## src/rtl/pm_pkg.sv

```systemverilog
package pm_pkg;

    // register select codes
    localparam logic [1:0] SEL_STATUS  = 2'd0;
    localparam logic [1:0] SEL_ENABLE  = 2'd1;
    localparam logic [1:0] SEL_CONTROL = 2'd2;
    localparam logic [1:0] SEL_COUNTER = 2'd3;

    // status bit positions
    localparam int ST_TIMER = 0;
    localparam int ST_BUTTON = 8;
    localparam int ST_RESUME = 15;

    // enable bit positions
    localparam int EN_TIMER  = 0;
    localparam int EN_GLOBAL = 5;
    localparam int EN_BUTTON = 8;
    localparam int EN_RTC    = 10;

    // control bit positions
    localparam int CT_IRQMODE = 0;
    localparam int CT_SLEEPGO = 13;
    localparam int CT_TYPE_LO = 10;

    localparam logic [15:0] IRQ_MASK = 16'((1 << EN_TIMER) | (1 << EN_GLOBAL) |
                                           (1 << EN_BUTTON) | (1 << EN_RTC));

    typedef enum logic [2:0] {
        SLP_OFF    = 3'd0,
        SLP_RESUME = 3'd1
    } sleep_kind_e;

    localparam logic [7:0] CMD_IRQ_ON  = 8'hF1;
    localparam logic [7:0] CMD_IRQ_OFF = 8'hF0;

endpackage

```

## src/rtl/pm_timer.sv

```systemverilog
module pm_timer #(
    parameter int CNT_W = 24
) (
    input  logic             clk,
    input  logic             rst_n,
    input  logic             tick_en,
    input  logic             ack_req,
    output logic [CNT_W-1:0] count,
    output logic             ovf_flag
);
    localparam int LOW_W = CNT_W - 1;

    typedef struct packed {
        logic [CNT_W-1:0] cnt;
        logic             goal_hi;
        logic             flag;
    } tmr_t;

    tmr_t tmr_d, tmr_q;

    always_comb begin
        tmr_d = tmr_q;
        if (tick_en) begin
            tmr_d.cnt = tmr_q.cnt + 1'b1;
        end
        if (tmr_q.flag) begin
            if (ack_req) begin
                tmr_d.flag    = 1'b0;
                tmr_d.goal_hi = ~tmr_d.cnt[CNT_W-1];
            end
        end else if (tick_en && (tmr_d.cnt == {tmr_q.goal_hi, {LOW_W{1'b0}}})) begin
            tmr_d.flag = 1'b1;
        end
    end

    always_ff @(posedge clk) begin
        if (!rst_n) begin
            tmr_q.cnt     <= '0;
            tmr_q.goal_hi <= 1'b1;
            tmr_q.flag    <= 1'b0;
        end else begin
            tmr_q <= tmr_d;
        end
    end

    assign count    = tmr_q.cnt;
    assign ovf_flag = tmr_q.flag;

endmodule

```

## src/rtl/pm_evt_regs.sv

```systemverilog
module pm_evt_regs
    import pm_pkg::*;
(
    input  logic        clk,
    input  logic        rst_n,
    input  logic        reg_wr,
    input  logic [1:0]  reg_addr,
    input  logic [15:0] reg_wdata,
    input  logic        apm_wr,
    input  logic [7:0]  apm_data,
    input  logic        smi_cfg_en,
    input  logic        pwr_btn,
    output logic        button_flag,
    output logic        resume_flag,
    output logic [15:0] enable,
    output logic [15:0] control,
    output logic        shutdown_req,
    output logic        reset_req,
    output logic        smi_pulse
);
    typedef struct packed {
        logic        btn;
        logic        rsm;
        logic [15:0] en;
        logic [15:0] ctl;
        logic        shut;
        logic        rst;
        logic        smi;
    } regs_t;

    regs_t regs_d, regs_q;
    logic  wr_sts, wr_en, wr_ctl;
    logic [2:0] kind;

    assign wr_sts = reg_wr && (reg_addr == SEL_STATUS);
    assign wr_en  = reg_wr && (reg_addr == SEL_ENABLE);
    assign wr_ctl = reg_wr && (reg_addr == SEL_CONTROL);
    assign kind   = reg_wdata[CT_TYPE_LO +: 3];

    always_comb begin
        regs_d      = regs_q;
        regs_d.shut = 1'b0;
        regs_d.rst  = 1'b0;
        regs_d.smi  = 1'b0;

        // acknowledge first so that events below take priority
        if (wr_sts) begin
            if (reg_wdata[ST_BUTTON]) regs_d.btn = 1'b0;
            if (reg_wdata[ST_RESUME]) regs_d.rsm = 1'b0;
        end

        if (wr_en) begin
            regs_d.en = reg_wdata;
        end

        if (wr_ctl) begin
            regs_d.ctl = reg_wdata & ~(16'd1 << CT_SLEEPGO);
            if (reg_wdata[CT_SLEEPGO]) begin
                case (kind)
                    SLP_OFF: regs_d.shut = 1'b1;
                    SLP_RESUME: begin
                        regs_d.rsm = 1'b1;
                        regs_d.btn = 1'b1;
                        regs_d.rst = 1'b1;
                    end
                    default: ;
                endcase
            end
        end

        if (pwr_btn) begin
            if (regs_q.en[EN_BUTTON]) regs_d.btn  = 1'b1;
            else                      regs_d.shut = 1'b1;
        end

        if (apm_wr) begin
            if (apm_data == CMD_IRQ_ON)       regs_d.ctl[CT_IRQMODE] = 1'b1;
            else if (apm_data == CMD_IRQ_OFF) regs_d.ctl[CT_IRQMODE] = 1'b0;
            if (smi_cfg_en) regs_d.smi = 1'b1;
        end
    end

    always_ff @(posedge clk) begin
        if (!rst_n) begin
            regs_q <= '0;
        end else begin
            regs_q <= regs_d;
        end
    end

    assign button_flag  = regs_q.btn;
    assign resume_flag  = regs_q.rsm;
    assign enable       = regs_q.en;
    assign control      = regs_q.ctl;
    assign shutdown_req = regs_q.shut;
    assign reset_req    = regs_q.rst;
    assign smi_pulse    = regs_q.smi;

endmodule

```

## src/rtl/pm_event_ctrl.sv

```systemverilog
module pm_event_ctrl
    import pm_pkg::*;
#(
    parameter int CNT_W = 24
) (
    input  logic        clk,
    input  logic        rst_n,
    input  logic        tick_en,
    input  logic        reg_wr,
    input  logic [1:0]  reg_addr,
    input  logic [15:0] reg_wdata,
    output logic [31:0] reg_rdata,
    input  logic        apm_wr,
    input  logic [7:0]  apm_data,
    input  logic        smi_cfg_en,
    input  logic        pwr_btn,
    output logic        sci,
    output logic        smi_pulse,
    output logic        shutdown_req,
    output logic        reset_req
);
    logic [CNT_W-1:0] tmr_cnt;
    logic             ovf_flag;
    logic             button_flag;
    logic             resume_flag;
    logic [15:0]      en_w;
    logic [15:0]      ctl_w;
    logic [15:0]      sts_w;
    logic             ack_tmr;

    assign ack_tmr = reg_wr && (reg_addr == SEL_STATUS) && reg_wdata[ST_TIMER];

    pm_timer #(.CNT_W(CNT_W)) u_timer (
        .clk      (clk),
        .rst_n    (rst_n),
        .tick_en  (tick_en),
        .ack_req  (ack_tmr),
        .count    (tmr_cnt),
        .ovf_flag (ovf_flag)
    );

    pm_evt_regs u_regs (
        .clk          (clk),
        .rst_n        (rst_n),
        .reg_wr       (reg_wr),
        .reg_addr     (reg_addr),
        .reg_wdata    (reg_wdata),
        .apm_wr       (apm_wr),
        .apm_data     (apm_data),
        .smi_cfg_en   (smi_cfg_en),
        .pwr_btn      (pwr_btn),
        .button_flag  (button_flag),
        .resume_flag  (resume_flag),
        .enable       (en_w),
        .control      (ctl_w),
        .shutdown_req (shutdown_req),
        .reset_req    (reset_req),
        .smi_pulse    (smi_pulse)
    );

    always_comb begin
        sts_w            = '0;
        sts_w[ST_TIMER]  = ovf_flag;
        sts_w[ST_BUTTON] = button_flag;
        sts_w[ST_RESUME] = resume_flag;
    end

    assign sci = |(sts_w & en_w & IRQ_MASK);

    always_comb begin
        case (reg_addr)
            SEL_STATUS:  reg_rdata = {16'd0, sts_w};
            SEL_ENABLE:  reg_rdata = {16'd0, en_w};
            SEL_CONTROL: reg_rdata = {16'd0, ctl_w};
            default:     reg_rdata = 32'(tmr_cnt);
        endcase
    end

endmodule

```

## config.mk

```make
export PLATFORM = sky130hd
export DESIGN_NAME = pm_event_ctrl
export DESIGN_NICKNAME = d
export VERILOG_FILES = /design/src/rtl/pm_pkg.sv /design/src/rtl/pm_timer.sv /design/src/rtl/pm_evt_regs.sv /design/src/rtl/pm_event_ctrl.sv
export SDC_FILE = /design/constraint.sdc
export NUM_CORES = 1
export LEC_CHECK = 0
export CORE_MARGIN = 4
export CORE_UTILIZATION = 55
export DETAILED_ROUTE_END_ITERATION = 8
export GPL_ROUTABILITY_DRIVEN = 0
export PLACE_DENSITY = 0.88
export SLEW_MARGIN = 20
export SYNTH_ARGS = -nofsm -noshare
export SYNTH_HDL_FRONTEND = slang
export SYNTH_SLANG_ARGS = --single-unit
```

## constraint.sdc

```tcl
create_clock -name clk -period 5 [get_ports clk]
set_input_delay 1 -clock clk [delete_from_list [all_inputs] [get_ports clk]]
set_output_delay 1 -clock clk [all_outputs]
set_load 0.02 [all_outputs]
```

[After elaboration in Yosys (flattened, before gate mapping)]
Cells that the tools add are included.
Storage, ports and cells
  output and inout port bits: 36
  flip-flop bits (word level): 62
  logic and storage cells: 54
Cells by class
  $add $sub $neg: 1
  equal/unequal tests: 6
  mux-type cells: 23
  bitwise gates (word level): 2
  reduce and logical (&&, ||, !) cells: 11
Operator list (number)
  24-bit one-hot mux with 3 select lines: 1
  24-bit by 1-bit adder with 24-bit output, second input constant: 1
  24-bit == test: 1
  24-bit two-way mux: 1
  8-bit == test, second input constant: 2
  1-bit two-way mux: 15
  9-bit by 11-bit AND with 11-bit output: 1
  2-bit two-way mux: 5
  1-bit logical AND: 5
  2-bit AND reduction: 2
  4-bit OR reduction: 1
  3-bit by 1-bit == test with 1-bit output, second input constant: 1
  3-bit logical NOT: 1
  3-bit two-way mux: 1
  3-bit AND reduction: 1
  2-bit by 1-bit == test with 1-bit output, second input constant: 1
  2-bit == test, second input constant: 1
  2-bit logical NOT: 1
  1-bit inverter: 1

[Longest topological paths before layout]
Gate-level depths: netlist of the first run.
  word-level depth: 8
  mapped depth: 8
  depth with buffers taken out: 8

[Modules after synthesis]
Synthesis of the first run repeated with hierarchy kept, for this count alone.
Unflattened totals
  cells, all modules: 421
  area total of the unflattened synthesis: 3627.2 µm²
Modules (own cells, without submodules)
  pm_timer: seq. area each 520.5 µm², times used 1, area each 1725.4 µm², cells each 199
  pm_evt_regs: seq. area each 720.7 µm², times used 1, area each 1350.0 µm², cells each 165
  pm_event_ctrl: seq. area each 0.0 µm², times used 1, area each 551.8 µm², cells each 57

[Worst setup path before layout of the first run]
Ideal clock, no wire load.
  kind: input-to-output
  from: input reg_addr[1]
  to: output reg_rdata[10]
  arrival: 2.273 ns
  required time: 4.000 ns
  stages on the path: 4
  setup slack: 1.727 ns
  path through: clkbuf_1 > buf_1 > mux2_2 > a22o_1
Between the ends
  cells in the longest elaborated chain, start to end: 2
  elaborated cells on any way between the ends: 4
  classes of those cells: eq/ne (2); mux (1); reduce/logical (1)
Ends and longest elaborated chain
  start: declaration: line pm_event_ctrl.sv:10  | input logic [1:0] reg_addr,
  2-bit == test (tied with other cells): line pm_event_ctrl.sv:71  | case (reg_addr)
  24-bit one-hot mux with 3 select lines (*): line pm_event_ctrl.sv:71
  end: declaration: line pm_event_ctrl.sv:12  | output logic [31:0] reg_rdata,
Every way passes the cells marked *; elsewhere a longest branch is shown, timed or not.

[Worst setup path after layout of the first run]
  from: input reg_addr[0]
  to: output reg_rdata[8]
The elaborated chain is that of the path after synthesis.

==> results of run 1 <==
## cell usage after synthesis (4+ instances only)
cell type	instances	area, sq um
nand2_1	74	278
nand4_1	13	81.3
a21oi_1	35	175
buf_4	12	90.1
clkbuf_1	18	67.6
mux2i_1	4	40.0
xnor2_1	18	158
and2_1	7	43.8
dfxtp_1	62	1240
xor2_1	10	87.6
nor3_1	4	20.0
mux2_2	13	146
nor2_1	28	105
a22o_1	13	114
and3_1	12	75.1
nand3_1	14	70.1
## stage by stage
stage,utilization [%],setup slack [ps],power [mW]
floorplan,-,1730,0.583
global placement,67.1,865,0.625
detailed placement,67.1,859,0.627
CTS,70.6,845,1.06
global route,70.6,797,1.09
finish,70.6,855,1.06
## report_power, final
group	total [mW]	switching, mW	internal, mW	leakage, nW
clock	0.441	0.200	0.241	0.102
combinational	0.104	0.0547	0.0493	0.856
sequential	0.512	0.00727	0.505	0.502
## state kept, by name (all words and copies together) (netlist names)
signal               cells
u_timer.ovf_flag         1
u_timer.tmr_q            1
u_regs.reset_req         1
u_regs.shutdown_req      1
u_regs.enable           16
u_regs.control          15
u_regs.resume_flag       1
u_regs.smi_pulse         1
u_regs.button_flag       1
u_timer.count           24
## cells by family after synthesis
| logic type | after synthesis | synth area share, % |
|---|---|---|
| simple gates | 171 | 25.7 |
| mux | 20 | 7.76 |
| compound gates | 64 | 12.5 |
| xor+xnor | 29 | 8.22 |
| other cells | 1 | 0.115 |
| buf+inv | 39 | 7.45 |
| fa+ha+maj | 1 | 0.382 |
| flops | 62 | 37.9 |
## worst reg2reg max path: cells and delay by family (launching register included)
kind / cells / cell delay [ps]
adders and majority gates: 1 / 250
and+or+nand+nor: 4 / 1450
AOI/OAI and AO/OA: 2 / 220
DFF: 1 / 430
muxes: 1 / 350
## final cells by class
class,instances,area [sq um],area share [%]
clock buffers,10,138,3.46
repair buffers,64,631,15.8
well taps,72,90.1,2.26
inverters,2,7.51,0.189
flip-flops and latches,62,1240,31.2
clock inverters,6,61.3,1.54
multi-input cells,293,1810,45.6
## metal layers
| layer | routed length (um) | up-vias |
|---|---|---|
| met1 | 3440 | 1381 |
| met3 | 547 | 20 |
| met4 | 180 | 0 |
| li1 | - | 1422 |
| met2 | 3790 | 116 |
| met5 | 0 | - |
## final timing paths
path	slack [ps]	cells past startpoint	end	startpoint
max	860	3	reg_rdata[8]	reg_addr[0]
min	460	2	u_regs.enable[13]$_SDFFE_PN0P_	u_regs.enable[13]$_SDFFE_PN0P_
max reg2reg	2240	8	u_timer.ovf_flag$_SDFF_PN0_	u_timer.count[0]$_SDFF_PN0_
min reg2reg	460	2	u_regs.enable[13]$_SDFFE_PN0P_	u_regs.enable[13]$_SDFFE_PN0P_
==> impl_metrics.csv, run 1 <==
group,metric,value,unit
run,cap_violations,0,
floorplan,die_h,85.1,um
setup_path,crit_fanout,18,
synthesis,synthFlopType,"dfxtp_1",
pwr,total_leakage_power,1.46,nW
drt,drt_iter0_drc,165,
clock_tree,cts.clk_slew.worst_paths,70,ps
drt,vias,2939,
clock_tree,clock_latency,350,ps
floorplan,start_util,58.0,%
setup_path,crit_type,"in -> out",
clock_tree,cts_root_buf,"clkbuf_8",
layout,final_cell_area,3980,sq um
drt,first_pass_iters,4,
layout,drive_gt1_share,10.1,%
setup_path,cp_slowest_cell,"clkdlybuf4s50_1",
synthesis,ys_warn_count,0,
grt,gr-usage-met2,37.1,%
layout,nFillCells,426,
sta,min_period,4140,ps
grt,grt_pass1_vias,2879,
grt,grt_pass1_wl,13300,um
synthesis,ys_seq_elements,62,
layout,final_cell_count_no_fill,509,
grt,grt.overflow.total,0,
placed_design,port_buffers,60,
clock_tree,cts.hold.buffers_added,0,
pwr,power_density,265,nW/um^2
setup_path,path_cells,"clkdlybuf4s50_1 -> mux4_2 -> clkdlybuf4s50_1",
setup_path,crit_arrival,3140,ps
sta,finalHoldViolCount,0,
floorplan,rows,27,
sta,setup_violations,0,
synthesis,syn_inst,387,
placed_design,numPlacedInstances,493,
layout,final_cell_mix,"nand2_1, dfxtp_1, clkdlybuf4s50_1",
floorplan,die_w,85.1,um
floorplan,die_area,7250,sq um
sta,setup_tns,0,ps
clock_tree,cts_tree,"done",
setup_path,cp.required,4000,ps
clock_tree,cts_setup_buffers,0,
sta,rsz0062_at_grt,"false",
drt,vias_per_cell,5.77,
grt,grt_max_degree,53,
layout,syn_to_final_growth,21.7,%
grt,track_usage,22.9,%
placed_design,hpwlAfterDp,5530,um
sta,whs,456,ps
synthesis,syn-cell-area,3270,sq um
synthesis,synth_edf_count,0,
layout,layout.nets,466,
clock_tree,h-tree-depth,3,
setup_path,cp-start-kind,"primary input",
grt,antenna_found_initial,0,
setup_path,crit_buf_inv,2,
synthesis,syn_avg_cell_area,8.46,sq um
setup_path,cpLargestDelayFamily,"buffers and inverters",
setup_path,cp_common_cell,"clkdlybuf4s50_1",
synthesis,yosysUniqueCellTypes,52,
drt,ant_nets,0,
drt,drcViolationCount,0,
sta,worstMarginPinSlew,777,ps
grt,met3_usage,6.02,%
clock_tree,cts-buffers-inserted,9,
clock_tree,clockBufferDepth,2,
sta,maxSlewViolCount,0,
synthesis,yosysSeqAreaShare,37.9,%
sta,min_period_over_period,82.9,%
placed_design,postPlaceCellArea,3780,sq um
synthesis,synth-async-reset-ratio,0,%
layout,diodes,0,
min_path,hold_path.class,"reg -> reg",
layout,layout_commonest_cell,"nand2_1",
pwr,ir_drop,182,uV
grt,grt-busiest-layer,"met2",
grt,met1_usage,28.5,%
floorplan,boundaryPins,69,
setup_path,endpoint_kind,"output pin",
clock_tree,ctsResizeCount,0,
setup_path,critPathMaxStageDelay,970,ps
sta,fmax,241,MHz
drt,routedWlPerCell,15.6,um
floorplan,coreArea,5640,sq um
clock_tree,clock-sinks,62,
sta,slew_headroom,47.8,%
sta,fin_skew,8.29,ps
outcome,status,"completed",
drt,routed_wl,7960,um
Power figures use the tool's default switching activity.
==> inputs of run 2 (changes only) <==
--- a/config.mk
+++ b/config.mk
@@ -6,10 +6,10 @@
 export NUM_CORES = 1
 export LEC_CHECK = 0
 export CORE_MARGIN = 4
-export CORE_UTILIZATION = 55
+export CORE_UTILIZATION = 51
 export DETAILED_ROUTE_END_ITERATION = 8
 export GPL_ROUTABILITY_DRIVEN = 0
-export PLACE_DENSITY = 0.88
+export PLACE_DENSITY = 0.83
 export SLEW_MARGIN = 20
 export SYNTH_ARGS = -nofsm -noshare
 export SYNTH_HDL_FRONTEND = slang
==> constraint.sdc (replaced) <==
create_clock -name clk -period 4.3 [get_ports clk]
set_input_delay 0.86 -clock clk [delete_from_list [all_inputs] [get_ports clk]]
set_output_delay 0.86 -clock clk [all_outputs]
set_load 0.02 [all_outputs]
==> run 2 against run 1 <==
Routed wire length increased by 2.8%. Clock power increased by 17%. Design area increased by 0.82%. Critical path type unchanged. Largest cell class unchanged. Largest power group unchanged.
==> impl_metrics.csv, run 2 (synthesized netlist as in run 1, its figures left out) <==
group,metric,value,unit
clock_tree,cts_setup_buffers,0,
clock_tree,cts_tree,"done",
placed_design,port_buffers,60,
grt,grt.overflow.total,0,
setup_path,crit_fanout,12,
outcome,status,"completed",
run,cap_violations,0,
clock_tree,clock-sinks,62,
clock_tree,clockBufferDepth,2,
clock_tree,clock_latency,350,ps
sta,min_period,3710,ps
pwr,power_density,308,nW/um^2
setup_path,cp-start-kind,"primary input",
layout,drive_gt1_share,10.9,%
grt,grt_max_degree,36,
clock_tree,ctsResizeCount,0,
floorplan,boundaryPins,69,
sta,maxSlewViolCount,0,
floorplan,rows,28,
drt,routed_wl,8180,um
placed_design,hpwlAfterDp,5820,um
sta,slew_headroom,32.7,%
sta,rsz0062_at_grt,"false",
layout,layout.nets,470,
floorplan,die_w,88.1,um
drt,routedWlPerCell,15.9,um
setup_path,cp.required,3440,ps
pwr,p_clk_share,41.7,%
setup_path,endpoint_kind,"output pin",
floorplan,coreArea,6060,sq um
grt,antenna_found_initial,0,
drt,first_pass_iters,4,
layout,diodes,0,
sta,fin_skew,7.79,ps
grt,grt_pass1_wl,13100,um
layout,nFillCells,505,
layout,syn_to_final_growth,22.7,%
clock_tree,cts.clk_slew.worst_paths,70,ps
drt,vias,2904,
drt,vias_per_cell,5.63,
pwr,p_int,915,uW
sta,finalHoldViolCount,0,
layout,final_cell_count_no_fill,516,
drt,drcViolationCount,0,
sta,setup_violations,0,
placed_design,numPlacedInstances,500,
clock_tree,cts_root_buf,"clkbuf_8",
sta,fmax,269,MHz
setup_path,crit_arrival,2850,ps
sta,min_period_over_period,86.4,%
clock_tree,h-tree-depth,3,
drt,ant_nets,0,
clock_tree,cts.hold.buffers_added,0,
layout,final_cell_mix,"nand2_1, dfxtp_1, clkdlybuf4s50_1",
pwr,p_switching,320,uW
min_path,hold_path.class,"reg -> reg",
floorplan,start_util,54.0,%
floorplan,die_area,7760,sq um
clock_tree,cts-buffers-inserted,9,
setup_path,crit_type,"in -> out",
pwr,combPwrFrac,10.1,%
sta,setup_tns,0,ps
grt,track_usage,21.9,%
floorplan,die_h,88.1,um
sta,worstMarginPinSlew,1000,ps
pwr,total_leakage_power,1.48,nW
pwr,ir_drop,272,uV
drt,drt_iter0_drc,183,
pwr,pwr-share-seq,48.2,%
layout,layout_commonest_cell,"nand2_1",
grt,grt_pass1_vias,2805,
pwr,swShare,25.9,%
layout,largest_reg_flops,24,
## run 2: critical path: stages
cell	delay (ps)
clkdlybuf4s50_1	700
nor2b_1	280
buf_4	220
a22o_1	170
clkdlybuf4s50_1	620
## run 2: worst paths after layout
check                                 from                            end  slack, ps  depth (start not counted)
max                            reg_addr[0]                   reg_rdata[6]        590                          5
min          u_regs.enable[7]$_SDFFE_PN0P_  u_regs.enable[7]$_SDFFE_PN0P_        460                          2
max reg2reg    u_timer.count[4]$_SDFF_PN0_    u_timer.ovf_flag$_SDFF_PN0_       1820                          7
min reg2reg  u_regs.enable[7]$_SDFFE_PN0P_  u_regs.enable[7]$_SDFFE_PN0P_        460                          2
## run 2: final cells by class
type                       count  area [sq um]  area share, %
multi-input combinational    293          1810           45.2
sequential                    62          1240           30.9
timing repair buffer          68           661           16.5
clock buffer                   9           124           3.09
tap                           75          93.8           2.34
clock inverter                 7          73.8           1.84
inverter                       2          7.51          0.187
## run 2: power by group through the flow
stage	clock (mW)	combinational (mW)	sequential (mW)
5_1_grt	0.547	0.134	0.596
3_3_place_gp	0	0.121	0.608
6_report	0.516	0.125	0.595
4_1_cts	0.522	0.124	0.595
2_1_floorplan	0	0.0706	0.607
3_5_place_dp	0	0.123	0.608
## run 2: through the flow
stage	power (mW)	utilization (%)	setup slack [ps]	instance area [sq um]	hold slack [ps]
2_1_floorplan	0.678	-	1310	3300	433
3_3_place_gp	0.728	63.0	623	3820	440
3_5_place_dp	0.732	63.0	622	3820	446
4_1_cts	1.24	66.2	609	4020	457
5_1_grt	1.28	66.2	452	4020	471
6_report	1.24	66.2	587	4020	456
## run 2: metal layers
metal / routed length (um) / vias up / GRT usage (%)
li1: - / 1433 / -
met1: 3620 / 1378 / 27.4
met2: 3930 / 84 / 35.8
met3: 520 / 9 / 5.08
met4: 111 / 0 / 10.4
met5: 0 / - / 0
